==> src/rtl/tmr_pkg.sv <==
package tmr_pkg;
  localparam int unsigned ADDR_W = 12;
  localparam int unsigned DATA_W = 32;
  localparam int unsigned ID_N   = 12;

  localparam logic [ADDR_W-1:0] OFF_CTRL = 12'h000;
  localparam logic [ADDR_W-1:0] OFF_CNT  = 12'h004;
  localparam logic [ADDR_W-1:0] OFF_RLD  = 12'h008;
  localparam logic [ADDR_W-1:0] OFF_STS  = 12'h00C;
  localparam logic [ADDR_W-1:0] OFF_ID   = 12'hFD0;

  typedef struct packed {
    logic irq_en;
    logic pin_edge;
    logic pin_gate;
    logic run;
  } ctrl_t;

  function automatic logic [7:0] id_byte(input logic [3:0] idx);
    case (idx)
      4'd0:    id_byte = 8'h04;
      4'd4:    id_byte = 8'h22;
      4'd5:    id_byte = 8'hB8;
      4'd6:    id_byte = 8'h1B;
      4'd8:    id_byte = 8'h0D;
      4'd9:    id_byte = 8'hF0;
      4'd10:   id_byte = 8'h05;
      4'd11:   id_byte = 8'hB1;
      default: id_byte = 8'h00;
    endcase
  endfunction
endpackage

==> src/rtl/tmr_pin_sync.sv <==
module tmr_pin_sync #(
  parameter int unsigned STAGES = 2
) (
  input  logic clk,
  input  logic rst_n,
  input  logic pin_i,
  output logic level_o,
  output logic rise_o
);
  logic [STAGES-1:0] chain;
  logic              last_q;

  for (genvar s = 0; s < STAGES; s++) begin : g_stage
    if (s == 0) begin : g_first
      always_ff @(posedge clk or negedge rst_n)
        if (!rst_n) chain[0] <= 1'b0;
        else        chain[0] <= pin_i;
    end else begin : g_next
      always_ff @(posedge clk or negedge rst_n)
        if (!rst_n) chain[s] <= 1'b0;
        else        chain[s] <= chain[s-1];
    end
  end

  always_ff @(posedge clk or negedge rst_n)
    if (!rst_n) last_q <= 1'b0;
    else        last_q <= chain[STAGES-1];

  assign level_o = chain[STAGES-1];
  assign rise_o  = chain[STAGES-1] & ~last_q;
endmodule

==> src/rtl/tmr_counter.sv <==
module tmr_counter #(
  parameter int unsigned W = 32
) (
  input  logic         clk,
  input  logic         rst_n,
  input  logic         tick_i,
  input  logic         load_i,
  input  logic [W-1:0] load_val_i,
  input  logic [W-1:0] reload_i,
  output logic [W-1:0] count_o,
  output logic         fire_o
);
  localparam logic [W-1:0] ONE = W'(1);
  logic [W-1:0] cnt_q;

  always_ff @(posedge clk or negedge rst_n) begin
    if (!rst_n)                cnt_q <= '0;
    else if (load_i)           cnt_q <= load_val_i;
    else if (tick_i) begin
      if (cnt_q == '0)         cnt_q <= reload_i;
      else                     cnt_q <= cnt_q - ONE;
    end
  end

  assign count_o = cnt_q;
  assign fire_o  = tick_i & ~load_i & (cnt_q == ONE);
endmodule

==> src/rtl/apb_reload_timer.sv <==
module apb_reload_timer
  import tmr_pkg::*;
#(
  parameter int unsigned SYNC_STAGES = 2
) (
  input  logic              pclk,
  input  logic              presetn,
  input  logic              psel,
  input  logic              penable,
  input  logic              pwrite,
  input  logic [ADDR_W-1:0] paddr,
  input  logic [DATA_W-1:0] pwdata,
  output logic [DATA_W-1:0] prdata,
  output logic              pready,
  output logic              pslverr,
  input  logic              ext_in,
  output logic              irq_o
);
  localparam int unsigned WA_W     = ADDR_W - 2;
  localparam logic [WA_W-1:0] ID_FIRST = OFF_ID[ADDR_W-1:2];
  localparam logic [WA_W-1:0] ID_LAST  = ID_FIRST + WA_W'(ID_N - 1);

  ctrl_t             ctrl_q;
  logic [DATA_W-1:0] rld_q;
  logic              sts_q;
  logic [DATA_W-1:0] cnt;
  logic              fire, tick, pin_lvl, pin_rise;
  logic              wr_acc, aligned, is_id;
  logic [WA_W-1:0]   wa, id_off;
  logic              hit_ctrl, hit_cnt, hit_rld, hit_sts;

  assign wr_acc   = psel & penable & pwrite;
  assign aligned  = (paddr[1:0] == 2'b00);
  assign wa       = paddr[ADDR_W-1:2];
  assign hit_ctrl = aligned && (paddr == OFF_CTRL);
  assign hit_cnt  = aligned && (paddr == OFF_CNT);
  assign hit_rld  = aligned && (paddr == OFF_RLD);
  assign hit_sts  = aligned && (paddr == OFF_STS);
  assign is_id    = aligned && (wa >= ID_FIRST) && (wa <= ID_LAST);
  assign id_off   = wa - ID_FIRST;

  tmr_pin_sync #(.STAGES(SYNC_STAGES)) u_sync (
    .clk(pclk), .rst_n(presetn), .pin_i(ext_in),
    .level_o(pin_lvl), .rise_o(pin_rise)
  );

  always_comb begin
    if (!ctrl_q.run)          tick = 1'b0;
    else if (ctrl_q.pin_edge) tick = pin_rise;
    else if (ctrl_q.pin_gate) tick = pin_lvl;
    else                      tick = 1'b1;
  end

  tmr_counter #(.W(DATA_W)) u_cnt (
    .clk(pclk), .rst_n(presetn), .tick_i(tick),
    .load_i(wr_acc & (hit_cnt | hit_rld)), .load_val_i(pwdata),
    .reload_i(rld_q), .count_o(cnt), .fire_o(fire)
  );

  always_ff @(posedge pclk or negedge presetn) begin
    if (!presetn) begin
      ctrl_q <= '0;
      rld_q  <= '0;
      sts_q  <= 1'b0;
    end else begin
      if (wr_acc && hit_ctrl) ctrl_q <= ctrl_t'(pwdata[3:0]);
      if (wr_acc && hit_rld)  rld_q  <= pwdata;
      if (fire && ctrl_q.irq_en)             sts_q <= 1'b1;
      else if (wr_acc && hit_sts && pwdata[0]) sts_q <= 1'b0;
    end
  end

  always_comb begin
    prdata = '0;
    if (psel && !pwrite) begin
      if (hit_ctrl)     prdata = DATA_W'(ctrl_q);
      else if (hit_cnt) prdata = cnt;
      else if (hit_rld) prdata = rld_q;
      else if (hit_sts) prdata = DATA_W'(sts_q);
      else if (is_id)   prdata = DATA_W'(id_byte(id_off[3:0]));
    end
  end

  assign pready  = 1'b1;
  assign pslverr = 1'b0;
  assign irq_o   = sts_q;
endmodule

==> config.mk <==
export PLATFORM = sky130hd
export DESIGN_NAME = apb_reload_timer
export DESIGN_NICKNAME = d
export VERILOG_FILES = /design/src/rtl/tmr_pkg.sv /design/src/rtl/tmr_pin_sync.sv /design/src/rtl/tmr_counter.sv /design/src/rtl/apb_reload_timer.sv
export SDC_FILE = /design/constraint.sdc
export NUM_CORES = 1
export LEC_CHECK = 0
export ABC_CLOCK_PERIOD_IN_PS = 3800
export BUFFER_PORTS_ARGS = -buffer_cell sky130_fd_sc_hd__buf_4
export CORE_UTILIZATION = 44
export DETAILED_ROUTE_END_ITERATION = 8
export PLACE_DENSITY_LB_ADDON = 0.08
export SLEW_MARGIN = 20
export SYNTH_ARGS = -nofsm -noshare
export SYNTH_HDL_FRONTEND = slang
export SYNTH_SLANG_ARGS = --single-unit
export TNS_END_PERCENT = 10
==> constraint.sdc <==
create_clock -name pclk -period 3.8 [get_ports pclk]
set_input_delay 0.57 -clock pclk [delete_from_list [all_inputs] [get_ports pclk]]
set_output_delay 0.57 -clock pclk [all_outputs]
set_load 0.01 [all_outputs]
After elaboration in Yosys (flattened, before gate mapping)
Memories as Yosys holds them, arrays and structs flattened.
Cells that the tools add are included.
Operators by class
  bitwise gates (word level): 9
  shift operators: 0
  reductions and logical operators: 18
  $mul: 0
  equality and inequality tests: 4
  muxes and demuxes: 14
  div/mod/pow operators: 0
  order comparisons: 2
  add/subtract/negate cells: 2
Operators with widths (number)
  $mux 32: 7
  $eq 32x1->1 const B: 1
  $logic_not 32->1: 1
  $sub 32x1->32 const B: 1
  $eq 12x4->1 const B: 2
  $mux 8: 2
  $eq 12x3->1 const B: 1
  $logic_and 1x1->1: 12
  $logic_not 12->1: 1
  $ge 10x10->1 const B: 1
  $le 10x10->1 const B: 1
  $and 1x1->1: 6
  $mux 1: 5
  $reduce_bool 2->1: 2
  $sub 4x3->4 const B: 1
  $logic_not 2->1: 1
  $not 1->1: 2
  $logic_not 1->1: 1
  $or 1x1->1: 1
Word-level totals
  input bits: 50
  word-level logic and storage cells: 60
  memories: 1
  bits in latches: 0
  bits in read-only memories: 128
  output and inout bits: 35
  register bits: 72
  memory bits (writable): 0
Memory list
  (name not given): words 16, width 8, read ports 1, clocked after Yosys merged registers in 0, wr ports 0, RTL line tmr_pkg.sv:20  | case (idx)

Longest topological paths before layout
  depth after elaboration: 9
  gate-level depth with buffers: 10
  mapped depth without buffers: 8

By module
A second synthesis with hierarchy kept.
Second synthesis, totals
  cell total of the unflattened synthesis: 528
  area total of the unflattened synthesis: 5008.6 um2
By module, submodules not included
  apb_reload_timer: instances 1, area each 2514.9 um2, cells an instance 233
  tmr_counter: instances 1, area each 2404.8 um2, cells an instance 291
  tmr_pin_sync: instances 1, area each 88.8 um2, cells an instance 4

Worst setup path before layout
Ideal clock, no wire load.
  path type: input -> output
  start: input port paddr[3]
  end: output port prdata[0]
  slack: 0.478 ns
  required time: 3.230 ns
  buffers on the path: 1
  data arrival time: 2.752 ns
  cell stages on the path: 9
  cells stage by stage: inv_1 -> ha_1 -> clkbuf_1 -> a21boi_0 -> nor4b_1 -> nand2_1 -> o21ai_0 -> o21ai_0 -> a211oi_1
On the way
  word-level cells in the longest chain between the ends: 9
RTL lines
  start, declared: RTL line apb_reload_timer.sv:11  | input logic [ADDR_W-1:0] paddr,
  branches (longest 7 deep; another with $mem_v2 16x8)
  $mux 32 (*): RTL line apb_reload_timer.sv:76  | if (hit_ctrl) prdata = DATA_W'(ctrl_q);
  $mux 32 (*): RTL line apb_reload_timer.sv:75  | if (psel && !pwrite) begin
  end, declared: RTL line apb_reload_timer.sv:13  | output logic [DATA_W-1:0] prdata,
Every way passes the cells marked *.

Worst setup path after layout
Ends and elaborated chain as after synthesis.

==> impl_metrics.yaml <==
timing:
  finalSetupTns_ns: 0
  setup_viol: 0
  setup_ws_ns: 0.633
  max_clock_freq_mhz: 316
  period_share: 0.833
  fin_skew_ns: 0.00808
  grt_setup_unrepaired: "no"
  finalHoldViolCount: 0
  worst_pin_slew_ns: 1.08
  slew_viol_final: 0
  post-route-min-period_ns: 3.17
  relSlewSlack: 0.277
finish:
  nets: 684
  drive_above_1_share: 0.272
  layout_common_cells: "buf_4 (102), dfrtp_1 (72), nor2_1 (54)"
  final_common_cell: "buf_4"
  antennaDiodeCount: 0
  syn2layout_area_growth_pct: 19.8
floorplan:
  die_h_um: 106
  initial_utilization: 0.458
  die_area_um2: 11300
  core-area_um2: 10400
  io_pins: 85
  die_w_um: 106
  rows: 37
drt:
  totalWireLength_um: 13800
  avgRoutedWirePerCell_um: 18.1
  drc: 0
  vias: 4527
  first_pass_iters: 5
  drtAntennaViolNets: 0
  via_per_inst: 5.93
  drt_iter0_markers: 275
logic_synthesis:
  ys.flop_type: "dfrtp_1"
  seq_area_frac_synth: 0.378
  async_reset_ff_frac: 1.00
  synth_cell_type_count: 54
  synth_area_um2: 4770
  postSynthNetCount: 607
  syn_area_per_cell_um2: 8.73
  ys_warn_count: 0
  syn-instance-count: 546
  synth-edff-count: 0
  synth-seq-cells: 72
pwr:
  leakage_nw: 2.51
  ir_worst_vdd_v: 0.000155
  p_per_area_nw_per_um2: 256
min_path:
  holdPathStages: 1
  min-delay-path-class: "in2reg"
setup_path:
  cp-end-kind: "output pin"
  crit_type: "in2out"
  worstRegToRegCells: 6
  worstPathArrival_ns: 2.60
  worstPathMaxFanout: 9
  crit_required_ns: 3.23
  start_kind: "input port"
placement:
  place_hpwl_um: 9330
  pre_cts_ws_ns: 0.693
  globalplace.congestion: 0.891
  portBuffers: 82
clock_tree:
  ctsLongestPathBuffers: 2
  cts_sinks: 72
  ctsHoldBuffers: 0
  cts-htree-levels: 3
  cts_resized: 0
  cts_root_buffer: "clkbuf_8"
  clkTransAtPathRegs_ns: 0.08
  worstSkewPairLatency_ns: 0.36
  numCtsBuffers: 9
  cts_tree: "built"
  post-cts-setup-buffer-count: 0
grt:
  grt_usage: 0.259
  grt_first_pass_wirelength_um: 22800
  overflow: 0
  grt_max_degree: 73
  grt_pass1_vias: 4256
  antenna_found_initial: 0
outcome:
  outcome: "completed"
flow_run:
  drv_cap: 0
==> final cells by class <==
class                           instances  area (µm²)
Clock buffer                            9         124
Clock inverter                          7        48.8
Fill cell                             996        4710
Inverter                               12        45.0
Multi-Input combinational cell        426        2750
Sequential cell                        72        1800
Tap cell                              136         170
Timing Repair Buffer                  102         766
==> per-layer routing <==
metal / part of all wire / vias up / GRT usage
met5: 0 / - / 0
met4: 0.0073 / 0 / 0.0655
met3: 0.068 / 8 / 0.0405
met2: 0.47 / 179 / 0.405
met1: 0.45 / 2194 / 0.375
li1: - / 2146 / -
==> power by group <==
part	internal, mW	switching (mW)	total [mW]	leakage, nW
Sequential	0.772	0.00850	0.780	0.933
Combinational	0.0569	0.0706	0.127	1.50
Clock	0.235	0.319	0.553	0.0772
Total	1.06	0.398	1.46	2.51
==> kinds of logic (layout without fill, tap and decap cells) <==
logic type,count (synthesis),count (layout),share of synthesized area
compound gates,147,147,0.191
xor+xnor,22,22,0.0404
fa+ha+maj,11,11,0.0289
buf+inv,48,130,0.0462
flops,72,72,0.378
mux,38,38,0.0898
other cells,2,2,0.00158
simple gates,206,206,0.225
==> registers in the layout, indices dropped and copies added, names as in the netlist <==
name and cells:
u_sync.last_q 1, u_sync.level_o 1, rld_q 32, u_sync.chain 1
ctrl_q 4, irq_o 1, u_cnt.count_o 32
==> stage by stage <==
stage          hold WS, ns   util  area [µm²]  power [mW]  std cells
3_3_place_gp         0.334  0.532        5540       0.920        748
6_report             0.310  0.548        5710        1.46        764
2_1_floorplan        0.274      -        4770       0.843        546
3_5_place_dp         0.338  0.532        5540       0.923        748
4_1_cts              0.295  0.548        5710        1.48        764
5_1_grt              0.288  0.548        5710        1.53        764
==> final timing paths <==
path	slack [ns]	from	to
setup / recovery	0.63	paddr[3]	prdata[0]
hold / removal	0.31	ext_in	u_sync.chain[0]
setup reg to reg	0.80	u_cnt.count_o[16]	u_cnt.count_o[29]
hold reg to reg	0.35	u_sync.chain[0]	u_sync.level_o
max in group asynchronous	2.84	presetn	rld_q[31]
min in group asynchronous	0.33	presetn	rld_q[7]
==> cell usage after synthesis (6+ instances only) <==
cell,n,area (µm²)
dfrtp_1,72,1800
nor2_1,54,203
a21oi_1,46,230
mux2_2,38,428
nand2_1,31,116
nand3_1,28,140
and3_1,27,169
a22oi_1,26,195
o21ai_1,23,115
clkbuf_1,22,82.6
nor3_1,21,105
o21ai_0,19,95.1
inv_1,12,45.0
xnor2_1,12,105
ha_1,11,138
xor2_1,10,87.6
nor4_1,7,43.8
buf_1,6,22.5
o211ai_1,6,45.0
==> critical path: stages <==
cell and delay [ns]:
buf_4 0.12, inv_1 0.12, ha_1 0.38, a21boi_0 0.16, nor4b_1 0.32, buf_4 0.22, nand2_1 0.08, o21ai_0 0.15
o21ai_0 0.10, a211oi_1 0.21, buf_4 0.16
(Power assumes the default switching activity.)
